File: src/rtl/rtsf_pkg.sv
package rtsf_pkg;
  typedef enum logic [1:0] {
    RK_NONE  = 2'd0,
    RK_GOOD  = 2'd1,
    RK_ERR   = 2'd2,
    RK_STALE = 2'd3
  } rd_kind_e;
endpackage

File: src/rtl/rtsf_store.sv
module rtsf_store #(
  parameter int DEPTH  = 5,
  parameter int WORD_W = 5,
  localparam int AW    = $clog2(DEPTH)
) (
  input  logic              clk,
  input  logic              rst,
  input  logic              wr_en,
  input  logic [AW-1:0]     wr_addr,
  input  logic [WORD_W-1:0] wr_data,
  input  logic              rd_en,
  input  logic [AW-1:0]     rd_addr,
  output logic [WORD_W-1:0] rd_word_q,
  output logic              rd_live_q,
  output logic              live_at_rd,
  output logic              full
);
  logic [WORD_W-1:0] mem [DEPTH];
  logic [DEPTH-1:0]  live;

  // plain write port, no reset: maps to RAM
  always_ff @(posedge clk) begin
    if (wr_en) mem[wr_addr] <= wr_data;
  end

  // registered read, read-before-write on a shared address
  always_ff @(posedge clk) begin
    if (rst)        rd_word_q <= '0;
    else if (rd_en) rd_word_q <= mem[rd_addr];
  end

  // live marks: a write sets, a read clears, a write wins a tie
  for (genvar i = 0; i < DEPTH; i++) begin : g_live
    always_ff @(posedge clk) begin
      if (rst)                                 live[i] <= 1'b0;
      else if (wr_en && wr_addr == AW'(i))     live[i] <= 1'b1;
      else if (rd_en && rd_addr == AW'(i))     live[i] <= 1'b0;
    end
  end

  assign live_at_rd = live[rd_addr];
  assign full       = &live;

  always_ff @(posedge clk) begin
    if (rst)        rd_live_q <= 1'b0;
    else if (rd_en) rd_live_q <= live_at_rd;
  end
endmodule

File: src/rtl/rtsf_ptrs.sv
module rtsf_ptrs #(
  parameter int DEPTH = 5,
  localparam int AW   = $clog2(DEPTH)
) (
  input  logic          clk,
  input  logic          rst,
  input  logic          wr_en,
  input  logic          rd_en,
  input  logic          full,
  output logic [AW-1:0] wptr,
  output logic [AW-1:0] rptr,
  output logic          ovf_evt
);
  function automatic logic [AW-1:0] step(input logic [AW-1:0] p);
    return (p == AW'(DEPTH - 1)) ? '0 : p + 1'b1;
  endfunction

  assign ovf_evt = wr_en && !rd_en && full;

  always_ff @(posedge clk) begin
    if (rst) begin
      wptr <= '0;
      rptr <= '0;
    end else begin
      if (wr_en) wptr <= step(wptr);
      if (ovf_evt)    rptr <= step(wptr);
      else if (rd_en) rptr <= step(rptr);
    end
  end
endmodule

File: src/rtl/rtsf_sticky.sv
module rtsf_sticky #(
  parameter int N = 2
) (
  input  logic         clk,
  input  logic         rst,
  input  logic [N-1:0] set,
  input  logic         clr,
  output logic [N-1:0] q
);
  for (genvar i = 0; i < N; i++) begin : g_bit
    always_ff @(posedge clk) begin
      if (rst)         q[i] <= 1'b0;
      else if (set[i]) q[i] <= 1'b1;
      else if (clr)    q[i] <= 1'b0;
    end
  end
endmodule

File: src/rtl/resid_ts_fifo.sv
module resid_ts_fifo
  import rtsf_pkg::*;
#(
  parameter int DEPTH  = 5,
  parameter int NIB_W  = 4,
  localparam int WORD_W = NIB_W + 1,
  localparam int AW     = $clog2(DEPTH)
) (
  input  logic              clk,
  input  logic              rst,
  input  logic              wr_stb,
  input  logic [WORD_W-1:0] wr_word,
  input  logic              rd_req,
  input  logic              clr_status,
  output logic              rd_ack,
  output logic [NIB_W-1:0]  rd_nib,
  output logic              rd_valid,
  output logic              rd_stale,
  output logic              hold_pulse,
  output logic              underrun,
  output logic              overflow
);
  logic [AW-1:0]     wptr, rptr;
  logic              ovf_evt, full, live_at_rd, rd_live_q, ack_q;
  logic [WORD_W-1:0] rd_word_q;
  logic [1:0]        stat_q;
  rd_kind_e          kind;

  rtsf_store #(.DEPTH(DEPTH), .WORD_W(WORD_W)) u_store (
    .clk(clk), .rst(rst),
    .wr_en(wr_stb), .wr_addr(wptr), .wr_data(wr_word),
    .rd_en(rd_req), .rd_addr(rptr),
    .rd_word_q(rd_word_q), .rd_live_q(rd_live_q),
    .live_at_rd(live_at_rd), .full(full)
  );

  rtsf_ptrs #(.DEPTH(DEPTH)) u_ptrs (
    .clk(clk), .rst(rst),
    .wr_en(wr_stb), .rd_en(rd_req), .full(full),
    .wptr(wptr), .rptr(rptr), .ovf_evt(ovf_evt)
  );

  // bit 0 underrun, bit 1 overflow
  rtsf_sticky #(.N(2)) u_stat (
    .clk(clk), .rst(rst),
    .set({ovf_evt, rd_req && !live_at_rd}),
    .clr(clr_status), .q(stat_q)
  );

  always_ff @(posedge clk) begin
    if (rst) ack_q <= 1'b0;
    else     ack_q <= rd_req;
  end

  always_comb begin
    if (!ack_q)                kind = RK_NONE;
    else if (!rd_live_q)       kind = RK_STALE;
    else if (rd_word_q[NIB_W]) kind = RK_ERR;
    else                       kind = RK_GOOD;
  end

  assign rd_ack     = ack_q;
  assign rd_nib     = rd_word_q[NIB_W-1:0];
  assign rd_valid   = (kind == RK_GOOD);
  assign rd_stale   = (kind == RK_STALE);
  assign hold_pulse = (kind == RK_STALE) || (kind == RK_ERR);
  assign underrun   = stat_q[0];
  assign overflow   = stat_q[1];
endmodule

File: config.mk
export PLATFORM = sky130hd
export DESIGN_NAME = resid_ts_fifo
export DESIGN_NICKNAME = d
export VERILOG_FILES = /design/src/rtl/rtsf_pkg.sv /design/src/rtl/rtsf_store.sv /design/src/rtl/rtsf_ptrs.sv /design/src/rtl/rtsf_sticky.sv /design/src/rtl/resid_ts_fifo.sv
export SDC_FILE = /design/constraint.sdc
export NUM_CORES = 1
export LEC_CHECK = 0
export BUFFER_PORTS_ARGS = -buffer_cell sky130_fd_sc_hd__buf_2
export CAP_MARGIN = 25
export CORE_AREA = 2 2 80 66
export DETAILED_ROUTE_END_ITERATION = 7
export DIE_AREA = 0 0 82 68
export GPL_TIMING_DRIVEN = 0
export MAX_ROUTING_LAYER = met4
export PLACE_DENSITY_LB_ADDON = 0.25
export SYNTH_ARGS = -nofsm -noshare
export SYNTH_HDL_FRONTEND = slang
export SYNTH_HIERARCHICAL = 1
export SYNTH_SLANG_ARGS = --single-unit
File: constraint.sdc
create_clock -name clk -period 3.92 [get_ports clk]
set_input_delay 0.392 -clock clk [delete_from_list [all_inputs] [get_ports clk]]
set_output_delay 0.392 -clock clk [all_outputs]
set_load 0.05 [all_outputs]
* After elaboration in Yosys (flattened, before gate mapping)
Memory sizes are Yosys's and may differ from the RTL's. A register that Yosys moved wholly into a read port is not among the register bits.
Cells that the tools add are included.
** Cells by class
- Add/sub/neg operators :: 2
- $lt $le $gt $ge :: 1
- Equality and inequality tests :: 11
- Muxes and demuxes :: 24
- Reduce and logical (&&, ||, !) cells :: 27
** Operators by type and width (number)
- 2-to-1 mux 1 bit :: 16
- nonzero test 2 bit :: 8
- logical AND 1 bit :: 13
- equality test 3 x 2 -> 1 bit, second input constant :: 4
- 2-to-1 mux 3 bit :: 4
- adder 3 x 1 -> 3 bit, second input constant :: 2
- equality test 3 x 1 -> 1 bit, second input constant :: 2
- equality test 3 bit, second input constant :: 2
- zero test 3 bit :: 2
- 2-to-1 mux 2 bit :: 3
- AND reduction 5 bit :: 1
- equality test 2 bit, second input constant :: 2
- < comparator 3 x 4 -> 1 bit, second input constant :: 1
- binary-select mux 1 bit (select 3 bit) :: 1
- equality test 2 x 1 -> 1 bit, second input constant :: 1
- zero test 1 bit :: 2
- logical OR 1 bit :: 1
** Storage, ports and cells
- Register bits :: 15
- RAM bits :: 25
- Input port bits :: 10
- Output and inout bits :: 10
- Logic and storage cells :: 77
- Memories :: 1
** Memories
- u_store.mem :: words 5, width 5, read ports 1, clocked after Yosys merged registers in 1, write ports 1, line rtsf_store.sv:18 : logic [WORD_W-1:0] mem [DEPTH];

* Longest topological paths before layout
- Depth after elaboration :: 5
- Gate-level depth with buffers :: 8
- Depth with buffers taken out :: 6

* Cells and area by module
Netlist, hierarchy kept.
** Modules (own cells, without submodules)
- rtsf_store :: times used 1, cells an instance 107, area an instance 1480.2 um^2, seq. area each 970.9 um^2
- rtsf_ptrs :: times used 1, cells an instance 41, area an instance 345.3 um^2, seq. area each 120.1 um^2
- rtsf_sticky :: times used 1, cells an instance 8, area an instance 70.1 um^2, seq. area each 40.0 um^2
- resid_ts_fifo :: times used 1, cells an instance 7, area an instance 56.3 um^2, seq. area each 20.0 um^2

* Worst setup path after synthesis
Ideal clock, no wire load.
- Path kind :: reg-to-output
- From :: reg ack_q, in the netlist rd_ack
- To :: out hold_pulse
- Data arrival time :: 1485 ps
- Data required time :: 3528 ps
- Slack :: 2043 ps
- Cell stages (with the launch flop) :: 2
- Buffers on the path :: 0
- Cell sequence :: dfxtp_1 a21boi_1
** On the way
- Longest elaborated chain between the ends :: 3
- Elaborated cells between the ends (all ways) :: 4
- Those cells by class :: eq/ne: 2; mux: 1; reduce/logical: 1
** RTL lines
- from (decl) :: line resid_ts_fifo.sv:24 : logic ovf_evt, full, live_at_rd, rd_live_q, ack_q;
- from (signal assigned) :: line resid_ts_fifo.sv:52 : else ack_q <= rd_req;
- 2-to-1 mux 2 bit * :: line resid_ts_fifo.sv:56 : if (!ack_q) kind = RK_NONE;
- equality test 2 bit :: line resid_ts_fifo.sv:66 : assign hold_pulse = (kind == RK_STALE) || (kind == RK_ERR);
- logical OR 1 bit * :: line resid_ts_fifo.sv:66
- to (decl) :: line resid_ts_fifo.sv:19 : output logic hold_pulse,
Every way passes the cells marked *; elsewhere a longest branch is shown, timed or not.

==> summary.txt <==
Layout
  • Fin nets: 203
  • Commonest cells after routing, fill and taps aside: edfxtp_1 (25), dfxtp_1 (20), buf_2 (19)
  • Area Overhead vs Synth: 15.9%
  • Final core occ: approximately 47%
  • Layout cell share with drive strength beyond 1: between 20% and 30%
  • Antenna diode count: 0
  • Most common cell after layout, fill and taps aside: edfxtp_1

Power and ir drop
  • Pwr dens: 474 mW/mm^2
  • Leak: between 0.8 and 0.9 nW
  • Worst VDD drop: 0.250 mV

Die
  • Number of cell rows: 23
  • Boundary Pins: 20
  • Initial Util: about two fifths
  • Die H: 68 um
  • Die area: 0.00558 mm^2
  • Die X: 82 um
  • Core Region: a little under 0.005 mm^2

STA
  • Fin. max-slew vios: 0
  • Final setup viols: 0
  • Final Hold Vio Count: 0
  • Clock period minus worst slack: around 1500 ps
  • Worst slew pin tran: 481 ps
  • Clock skew: 3.47 ps
  • RSZ-0062 raised after global routing: false
  • Max Clk Rate: around 0.65 GHz
  • Sum Neg Setup Slack: 0 ps
  • Final period util: 39.4%
  • Slew HR: 67.9%

Global route
  • All-Layer GR Usage: ~15%
  • First-pass GRT wire length: between 5000 and 6000 um
  • Number of global-route vias before repair: 1,193
  • Pin count of the biggest net entering global routing: 16
  • Number of antenna violations at the first check in global routing: 0
  • Gr ovfl total: 0

Yosys
  • Mapped Avg Cell Area: 12.0 um^2
  • Yosys top cell by area: edfxtp_1
  • Count of cell types in the netlist: 35
  • Yosys top cell area share: 38.5%
  • Synth Warn #: 6
  • Top cells by area, synth: edfxtp_1 (38%), dfxtp_1 (21%), mux2_2 (4.0%)
  • Post-Syn Instances: 163
  • Post-Syn Nets: about 180
  • #FFs+latches synth: 45
  • Seq/Total Area, Yosys: between 50% and 60%
  • Post-synthesis cell area: 0.00195 mm^2

Setup path
  • Reg2Reg Depth: 5
  • Crit path capture: u_store/rd_word_q[0]$_SDFFE_PP0P_
  • Kind of critical path: flip-flop to flip-flop
  • Critical path buffers and inverters: 2
  • CP Max Fanout: 10
  • RR Endpoint: u_store/rd_word_q[0]$_SDFFE_PP0P_
  • Critical path's top delay family: flip-flops
  • Delay of the slowest critical-path stage: 410 ps
  • Crit end category: flip-flop
  • WP depth: 5
  • Worst Path Arrival: roughly 1700 ps
  • Slowest CP cell: dfxtp_1
  • R2r startpoint: u_ptrs/rptr[1]$_SDFFE_PP0P_
  • CP Cell Sequence: buf_6 -> buf_12 -> mux2_4 -> a222oi_1 -> a211oi_1
  • Worst setup startpoint: u_ptrs/rptr[1]$_SDFFE_PP0P_
  • Startpoint Class: flip-flop
  • Required @ worst endpoint: 4090 ps
  • Reg-to-reg slack, setup: 2380 ps

CTS
  • Reg clk slew, reported paths: 90 ps
  • CTS buffer count: 5
  • Post-CTS Setup Inserts: 0
  • H-tree depth: 2
  • Cts-stage hold buffer count: 0
  • CTS resizes: 0
  • Clock Tree Buf Depth: 2
  • Root Buffer: clkbuf_8
  • Sink Count: 45
  • CTS tree: built
  • Latest clock arrival within the worst-skew pair: 300 ps

Status
  • Status: finished clean

Routing
  • Vias: 1,317
  • Initial DRC Count: 176
  • DR WL/cell: roughly 15 um
  • DR pass1 iterations: 5
  • Drt total wl: 3760 um
  • DRC: 0
  • Vias per cell: 5.23
  • DRT antenna net count: 0

Place
  • Placer Congestion: 0.803
  • PortBufs: 19
  • DP HPWL: around 2600 um

Min path
  • Min-Delay Path Class: input pin to flip-flop

Flow run
  • Max Cap Viol: 0
## worst register-to-register path, stage by stage, from the launching register on
cell and delay, ps:
dfxtp_1 410, buf_6 170, buf_12 140, mux2_4 300
a222oi_1 260, a211oi_1 130
## area by class of cell
class                           instances  area (um^2)
Tap cell                               62         77.6
Buffer                                  5         42.5
Clock buffer                            5         68.8
Multi-Input combinational cell        102          717
Timing Repair Buffer                   19         95.1
Fill cell                             445         2570
Inverter                               11         41.3
Clock inverter                          3         68.8
Sequential cell                        45         1150
## cell families after synthesis
kind of cell               share of synthesized area (%)
AOI/OAI and AO/OA                                   12.4
adders and majority gates                           2.56
and+or+nand+nor                                     13.9
DFF                                                 59.0
muxes                                               7.88
buffers and inverters                               4.29
## how the worst min path moves through the flow
| stage | from | to | slack (ps) | cells past startpoint |
|---|---|---|---|---|
| after floorplan | u_store/live[2]$_SDFFE_PP0P_ | u_store/live[2]$_SDFFE_PP0P_ | 460 | 2 |
| after global placement | u_stat/q[0]$_SDFFE_PP0P_ | u_stat/q[0]$_SDFFE_PP0P_ | 460 | 2 |
| after detailed placement | u_stat/q[1]$_SDFFE_PP0P_ | u_stat/q[1]$_SDFFE_PP0P_ | 470 | 2 |
| after CTS | wr_word[0] | u_store/mem[3][0]$_DFFE_PP_ | 310 | 1 |
| after global routing | wr_word[0] | u_store/mem[1][0]$_DFFE_PP_ | 310 | 1 |
| final | wr_word[0] | u_store/mem[3][0]$_DFFE_PP_ | 310 | 1 |
## flip-flops by register name, indices dropped and copies added (netlist names)
name and count:
u_store/rd_word_q 5, u_store/rd_live_q 1, u_ptrs/wptr 3, u_store/live 5, u_store/mem 25, u_ptrs/rptr 3, rd_ack 1, u_stat/q 2
## synthesized netlist by cell type, drive strengths merged
cell,number
and3b,1
o31ai,2
and4bb,1
nand2b,6
a222oi,4
nand4b,1
and3,2
mux2,10
nand3,3
a31oi,2
nand2,11
inv,11
nor3b,3
a311oi,1
edfxtp,25
a32oi,2
nor2,11
or2b,1
mux2i,3
a21oi,12
dfxtp,20
buf,2
a22oi,1
a41o,1
a211oi,4
nor2b,6
ha,4
nand3b,3
a21boi,2
clkbuf,3
o21ai,5
## routing by layer
layer / share of wire (%) / vias up / track usage [%]
li1: - / 653 / -
met1: 46 / 611 / 18.0
met2: 45 / 46 / 24.5
met3: 6.9 / 7 / 4.49
met4: 2.0 / 0 / 7.50
met5: 0 / - / -
## metrics by stage
step                setup slack, ps  total power, mW  cells  hold WS, ps  area, um^2
floorplan                      2040            0.625    163          458        1950
global placement               2350            0.657    244          455        2120
detailed placement             2340            0.661    244          472        2120
global route                   2190             1.11    252          315        2260
CTS                            2380             1.08    252          307        2260
finish                         2380             1.07    252          310        2260
## report_power, final
part	internal, mW	switching, mW	leakage [nW]
logic	0.0444	0.0732	0.401
registers	0.519	0.0132	0.393
clock network	0.257	0.167	0.0687
total	0.820	0.253	0.863
Note: power is estimated with default switching activity, not from simulation.
